<file path="src/rtl/ptime_pkg.sv">
package ptime_pkg;
    localparam int TIME_W   = 54;
    localparam int INC_W    = 42;
    localparam int FRAC_W   = 32;
    localparam int COARSE_W = INC_W - FRAC_W;
    localparam int ADJ_W    = 32;
    localparam int PHASE_W  = 18;
    localparam int METH_W   = 2;

    typedef enum logic [METH_W-1:0] {
        ADJ_COARSE = 2'b00,
        ADJ_FINE   = 2'b01,
        ADJ_PHASE  = 2'b10,
        ADJ_HOLD   = 2'b11
    } adj_op_e;

    typedef struct packed {
        logic [COARSE_W-1:0] coarse;
        logic [FRAC_W-1:0]   frac;
    } incr_t;

    typedef struct packed {
        logic fire;
        logic half;
    } load_evt_t;

    function automatic logic [INC_W-1:0] fine_ext(input logic [ADJ_W-1:0] v);
        return {{(INC_W-ADJ_W){v[ADJ_W-1]}}, v};
    endfunction
endpackage

</file>
<file path="src/rtl/ptime_resync.sv">
module ptime_resync
    import ptime_pkg::*;
#(
    parameter int STAGES = 2
) (
    input  logic      clk,
    input  logic      rst,
    input  logic      tgl_async,
    output load_evt_t evt
);
    logic [STAGES-1:0] rise_sh;
    logic [STAGES-1:0] fall_sh;
    logic              rise_last;
    logic              fall_snap;

    // capture chain on the rising edge
    always_ff @(posedge clk) begin
        if (rst) begin
            rise_sh   <= '0;
            rise_last <= 1'b0;
            fall_snap <= 1'b0;
        end else begin
            rise_sh   <= {rise_sh[STAGES-2:0], tgl_async};
            rise_last <= rise_sh[STAGES-1];
            fall_snap <= fall_sh[STAGES-1];
        end
    end

    // parallel chain on the falling edge, half a cycle ahead when it wins
    always_ff @(negedge clk) begin
        if (rst) fall_sh <= '0;
        else     fall_sh <= {fall_sh[STAGES-2:0], tgl_async};
    end

    always_comb begin
        evt.fire = rise_sh[STAGES-1] ^ rise_last;
        evt.half = evt.fire && (fall_snap == rise_sh[STAGES-1]);
    end

    // one flip of the request yields a single load event
    p_single_fire_r7: assert property (@(posedge clk) disable iff (rst)
        evt.fire |=> !evt.fire);
endmodule

</file>
<file path="src/rtl/ptime_incr.sv">
module ptime_incr
    import ptime_pkg::*;
#(
    parameter logic [INC_W-1:0] RESET_INC = 42'h100_0000_0000
) (
    input  logic               clk,
    input  logic               rst,
    input  logic               adj_strobe,
    input  adj_op_e            adj_op,
    input  logic [ADJ_W-1:0]   adj_value,
    output incr_t              inc_q,
    output logic               phase_go,
    output logic [PHASE_W-1:0] phase_amt
);
    incr_t inc_d;

    always_comb begin
        inc_d = inc_q;
        if (adj_strobe) begin
            case (adj_op)
                ADJ_COARSE: begin
                    inc_d.coarse = adj_value[COARSE_W-1:0];
                    inc_d.frac   = '0;
                end
                ADJ_FINE: inc_d = incr_t'(INC_W'(inc_q) + fine_ext(adj_value));
                default: ;
            endcase
        end
    end

    always_ff @(posedge clk) begin
        if (rst) inc_q <= incr_t'(RESET_INC);
        else     inc_q <= inc_d;
    end

    // one-shot phase request: held for exactly one timer update
    always_ff @(posedge clk) begin
        if (rst) begin
            phase_go  <= 1'b0;
            phase_amt <= '0;
        end else if (adj_strobe && adj_op == ADJ_PHASE && !phase_go) begin
            phase_go  <= 1'b1;
            phase_amt <= adj_value[PHASE_W-1:0];
        end else begin
            phase_go  <= 1'b0;
        end
    end

    p_coarse_r3: assert property (@(posedge clk) disable iff (rst)
        (adj_strobe && adj_op == ADJ_COARSE) |=>
        (inc_q.frac == '0 && inc_q.coarse == $past(adj_value[COARSE_W-1:0])));

    p_fine_r4: assert property (@(posedge clk) disable iff (rst)
        (adj_strobe && adj_op == ADJ_FINE) |=>
        (INC_W'(inc_q) == INC_W'($past(INC_W'(inc_q)) + $past(fine_ext(adj_value)))));

    p_phase_once_r5: assert property (@(posedge clk) disable iff (rst)
        phase_go |=> !phase_go);

    p_phase_busy_r6: assert property (@(posedge clk) disable iff (rst)
        (phase_go && adj_strobe && adj_op == ADJ_PHASE) |=> $stable(phase_amt));

    p_hold_r11: assert property (@(posedge clk) disable iff (rst)
        (adj_strobe && adj_op == ADJ_HOLD) |=> $stable(inc_q));
endmodule

</file>
<file path="src/rtl/ptime_accum.sv">
module ptime_accum
    import ptime_pkg::*;
(
    input  logic               clk,
    input  logic               rst,
    input  incr_t              inc,
    input  logic               phase_go,
    input  logic [PHASE_W-1:0] phase_amt,
    input  load_evt_t          evt,
    input  logic               ld_enable,
    input  logic [TIME_W-1:0]  ld_value,
    output logic [TIME_W-1:0]  time_q
);
    logic [FRAC_W-1:0] acc_q;
    logic [FRAC_W:0]   frac_sum;
    logic [TIME_W-1:0] step;
    logic [TIME_W-1:0] half_add;
    logic [FRAC_W-1:0] half_frac;
    logic              do_load;

    assign do_load   = evt.fire && ld_enable;
    assign frac_sum  = {1'b0, acc_q} + {1'b0, inc.frac};
    assign step      = TIME_W'(inc.coarse) + TIME_W'(frac_sum[FRAC_W])
                     + (phase_go ? TIME_W'(phase_amt) : '0);
    assign half_add  = evt.half ? TIME_W'(inc.coarse >> 1) : '0;
    assign half_frac = evt.half ? {inc.coarse[0], inc.frac[FRAC_W-1:1]} : '0;

    always_ff @(posedge clk) begin
        if (rst) begin
            time_q <= '0;
            acc_q  <= '0;
        end else if (do_load) begin
            time_q <= ld_value + half_add;
            acc_q  <= half_frac;
        end else begin
            time_q <= time_q + step;
            acc_q  <= frac_sum[FRAC_W-1:0];
        end
    end

    p_step_r2: assert property (@(posedge clk) disable iff (rst)
        (!do_load && !phase_go) |=>
        ((time_q - $past(time_q)) == TIME_W'($past(inc.coarse)) ||
         (time_q - $past(time_q)) == TIME_W'($past(inc.coarse)) + TIME_W'(1)));

    p_load_r7: assert property (@(posedge clk) disable iff (rst)
        (do_load && !evt.half) |=> (time_q == $past(ld_value) && acc_q == '0));

    p_load_half_r9: assert property (@(posedge clk) disable iff (rst)
        (do_load && evt.half) |=>
        (time_q == $past(ld_value) + TIME_W'($past(inc.coarse) >> 1)));
endmodule

</file>
<file path="src/rtl/ptime_counter.sv">
module ptime_counter
    import ptime_pkg::*;
#(
    parameter logic [INC_W-1:0] RESET_INC   = 42'h100_0000_0000,
    parameter int               SYNC_STAGES = 2
) (
    input  logic                 clk,
    input  logic                 rst,
    input  logic [TIME_W-1:0]    ld_value,
    input  logic                 ld_enable,
    input  logic                 ld_toggle,
    input  logic [ADJ_W-1:0]     adj_value,
    input  logic [METH_W-1:0]    adj_method,
    input  logic                 adj_strobe,
    output logic [TIME_W-1:0]    time_out,
    output logic [INC_W-1:0]     incr_out
);
    load_evt_t          evt;
    incr_t              inc_q;
    logic               phase_go;
    logic [PHASE_W-1:0] phase_amt;

    ptime_resync #(.STAGES(SYNC_STAGES)) u_resync (
        .clk       (clk),
        .rst       (rst),
        .tgl_async (ld_toggle),
        .evt       (evt)
    );

    ptime_incr #(.RESET_INC(RESET_INC)) u_incr (
        .clk        (clk),
        .rst        (rst),
        .adj_strobe (adj_strobe),
        .adj_op     (adj_op_e'(adj_method)),
        .adj_value  (adj_value),
        .inc_q      (inc_q),
        .phase_go   (phase_go),
        .phase_amt  (phase_amt)
    );

    ptime_accum u_accum (
        .clk       (clk),
        .rst       (rst),
        .inc       (inc_q),
        .phase_go  (phase_go),
        .phase_amt (phase_amt),
        .evt       (evt),
        .ld_enable (ld_enable),
        .ld_value  (ld_value),
        .time_q    (time_out)
    );

    assign incr_out = inc_q;
endmodule

</file>
<file path="config.mk">
export PLATFORM = sky130hd
export DESIGN_NAME = ptime_counter
export DESIGN_NICKNAME = d
export VERILOG_FILES = /design/src/rtl/ptime_pkg.sv /design/src/rtl/ptime_resync.sv /design/src/rtl/ptime_incr.sv /design/src/rtl/ptime_accum.sv /design/src/rtl/ptime_counter.sv
export SDC_FILE = /design/constraint.sdc
export NUM_CORES = 1
export LEC_CHECK = 0
export BUFFER_PORTS_ARGS = -buffer_cell sky130_fd_sc_hd__buf_2
export CAP_MARGIN = 20
export CORE_MARGIN = 3
export CORE_UTILIZATION = 60
export DETAILED_ROUTE_END_ITERATION = 8
export PLACE_DENSITY_LB_ADDON = 0.15
export SYNTH_ARGS = -nofsm -noshare
export SYNTH_HDL_FRONTEND = slang
export SYNTH_SLANG_ARGS = --single-unit
</file>
<file path="constraint.sdc">
create_clock -name clk -period 18.04 [get_ports clk]
set_input_delay 3.608 -clock clk [delete_from_list [all_inputs] [get_ports clk]]
set_output_delay 3.608 -clock clk [all_outputs]
set_load 0.01 [all_outputs]
</file>
======== After elaboration in Yosys (flattened, before gate mapping) ========
Index checks and enable logic that the tools add are counted.
storage, ports and cells
  output and inout bits ................... 96
  input bits .............................. 93
  register bits ........................... 153
operators by class
  multiplexer cells ....................... 7
  eq/ne operators ......................... 3
  bitwise operators ....................... 1
  $add $sub $neg .......................... 6
  reductions and logical operators ........ 8
operators with widths
  cell                                                              count
  54-bit adder                                                      3
  42-bit one-hot mux with 2 select lines                            1
  32-bit 2-to-1 mux                                                 2
  54-bit 2-to-1 mux                                                 1
  42-bit adder                                                      1
  32-bit by 32-bit adder with 33-bit output                         1
  18-bit 2-to-1 mux                                                 1
  10-bit by 1-bit adder with 11-bit output                          1
  9-bit 2-to-1 mux                                                  1
  1-bit logical AND                                                 4
  2-bit by 1-bit == test with 1-bit output (second input constant)  1
  2-bit == test (second input constant)                             1
  2-bit logical NOT                                                 1
  2-bit AND reduction                                               1
  2-bit nonzero test                                                1
  1-bit == test                                                     1
  1-bit logical NOT                                                 1
  1-bit 2-to-1 mux                                                  1
  1-bit bitwise XOR                                                 1

======== Longest topological paths before layout ========
  depth after elaboration ................. 5
  gate-level depth with buffers ........... 30
  mapped depth without buffers ............ 29

======== Modules after synthesis ========
A second synthesis with hierarchy kept.
second synthesis, totals
  cell total of the unflattened synthesis .. 1584
  area total of the unflattened synthesis .. 12434.4 um2
modules (own cells, without submodules)
  module        cells an instance  area an instance (um2)  seq. area each (um2)  times used
  ptime_accum   1041               7918.8                  1721.7                1
  ptime_incr    527                4329.2                  1221.2                1
  ptime_resync  16                 186.4                   120.1                 1

==> qor.yml <==
fin_util: 0.6948
dieWidth_um: 150.3
path_class: "input port to flop"
synthTopCellsByCount: "nor2_1, nand2_1, dfxtp_1, a21oi_1, ha_1"
totalWireLength_um: 36120
cts_buffer_depth: 2
yosys_warnings: 0
via_per_inst: 6.186
die-area_um2: 22580
hpwl_um: 27210
final_cell_count_no_fill: 2030
yosysUniqueCellTypes: 92
antenna_left: 0
design.portCount: 189
async_flop_share: 0
syn_avg_cell_area_um2: 7.838
critPathLaunchType: "input port"
grt_pass1_vias: 11529
dr.pass1.iters: 5
ys_seq_area_frac: 0.2453
grt_pass1_wl_um: 57440
post_cts_resized: 0
core-area_um2: 20360
clk_latency_ns: 0.44
synth_area_leaders: "dfxtp_1, ha_1, xor2_1"
reg2reg_slack_ns: 8.47
synth_most_common_cell: "nor2_1"
hold_violations: 0
h-tree-depth: 4
slowest_stage: "buf_4"
maxSlewHeadroom: 0.2275
crit_path_end_kind: "flop"
placed_cell_area_um2: 13590
grt_setup_unrepaired: "no"
critical_path.cell_chain: "buf_4 -> nor2b_1"
hold_buffers: 0
cellLeakagePower_nw: 6.550
synthCells: 1593
tightest_slew_ns: 1.152
drc: 0
via_count: 12558
place.gp.congestion: 0.9472
area_growth_pct: 13.33
finalClockSkew_ns: 0.02216
clkSlewWorstSetupHoldPaths_ns: 0.06
cts_tree: "done"
syn_area_um2: 12490
crit_required_ns: 9.32
finalSetupViolCount: 0
crit_path_max_fanout: 64
drt-wirelength-per-cell_um: 17.80
powerDensity_nw_per_um2: 64.27
synth_edf_count: 0
synth_top_cell_by_area: "dfxtp_1"
maxCapViolCount: 0
rows: 52
worstPathBufferInverterCount: 1
start_util: 0.6131
ir_worst_vdd_mv: 0.07198
io_buffers: 188
maxSlewViolCount: 0
grt-ovfl-total: 0
synth_flop_cell: "dfxtp_1"
drive_gt1_frac: 0.1483
synth_fp_nets: 1810
antenna_found_initial: 1
die_h_um: 150.3
post-cts-setup-buffers: 0
cts_root_buf: "clkbuf_16"
diodes: 0
hp-class: "flop to flop"
design_area_um2: 14150
drt_first_iter_violations: 829
grt_max_degree: 76
place_inst: 1997
cpLargestDelayFamily: "buffers and inverters"
nNetsFinal: 1964
grt_use_total: 0.3144
arrival_ns: 4.32
max_stage_delay_ns: 0.58
cts_sinks: 153
numCtsBuffers: 17
synth_top_area_share: 0.2453
setup_tns_ns: 0
ys_ff_latch: 153
status: "completed"
==> power breakdown <==
group / switching [W] / internal, W
Combinational: 0.000112 / 0.0000756
Clock: 0.000157 / 0.000192
Sequential: 0.0000183 / 0.000355
==> state kept, by name, summed over array words and instances, names as in the netlist <==
signal / flops
u_accum.time_q: 54
u_incr.inc_q: 42
u_accum.acc_q: 32
u_incr.phase_amt: 18
u_resync.fall_sh: 2
u_resync.rise_sh: 2
u_incr.phase_go: 1
u_resync.fall_snap: 1
u_resync.rise_last: 1
==> placed cells by master (no fill, tap or decap), types with 38 or more instances in the layout <==
cell / n
dfxtp_1: 153
ha_1: 109
nand2_1: 168
xnor2_1: 72
a21o_1: 44
a211oi_1: 45
buf_2: 187
nor2_1: 169
and3_1: 38
nand3_1: 57
a21oi_1: 117
xor2_1: 92
inv_1: 48
o21ai_0: 63
==> layout make-up <==
cell class	instances	area, µm²
Sequential cell	153	3063
Fill cell	1789	6215
Clock inverter	14	123.9
Multi-Input combinational cell	1334	9015
Timing Repair Buffer	193	1001
Tap cell	270	337.8
Inverter	46	172.7
Clock buffer	20	436.7
==> path summary, 6_finish.rpt <==
path                            cells past startpoint                   end                  from
worst min register to register                      2  u_incr.phase_amt[11]  u_incr.phase_amt[11]
worst max register to register                      1    u_resync.fall_snap   u_resync.fall_sh[1]
worst max-delay path                                2   u_resync.fall_sh[0]                   rst
worst min-delay path                                2  u_incr.phase_amt[11]  u_incr.phase_amt[11]
==> logic make-up (layout without fill, tap and decap cells) <==
logic type,Yosys count,in the layout,synth area share
AOI/OAI and AO/OA,430,430,0.2305
xor gates and xnor gates,164,164,0.1150
adders and majority gates,124,124,0.1333
buffers and inverters,106,273,0.03317
DFF,153,153,0.2453
muxes,6,6,0.004910
and+or+nand+nor,610,610,0.2378
==> routing by layer <==
metal	track usage	wire, µm
met1	0.4318	16000
met2	0.5048	16250
met3	0.04967	2911
met5	0	7
met4	0.1070	957
==> metrics by stage <==
| stage | power (W) | setup WS, ns | hold WS (ns) |
|---|---|---|---|
| 3_5_place_dp | 0.0005652 | 4.546 | 0.4441 |
| 6_report | 0.0009094 | 4.994 | 0.4509 |
| 2_1_floorplan | 0.0005014 | 4.682 | 0.4138 |
| 4_1_cts | 0.0009094 | 5.007 | 0.4522 |
| 3_3_place_gp | 0.0005610 | 4.549 | 0.4401 |
| 5_1_grt | 0.0009487 | 4.933 | 0.4764 |
Power figures use the tool's default switching activity.
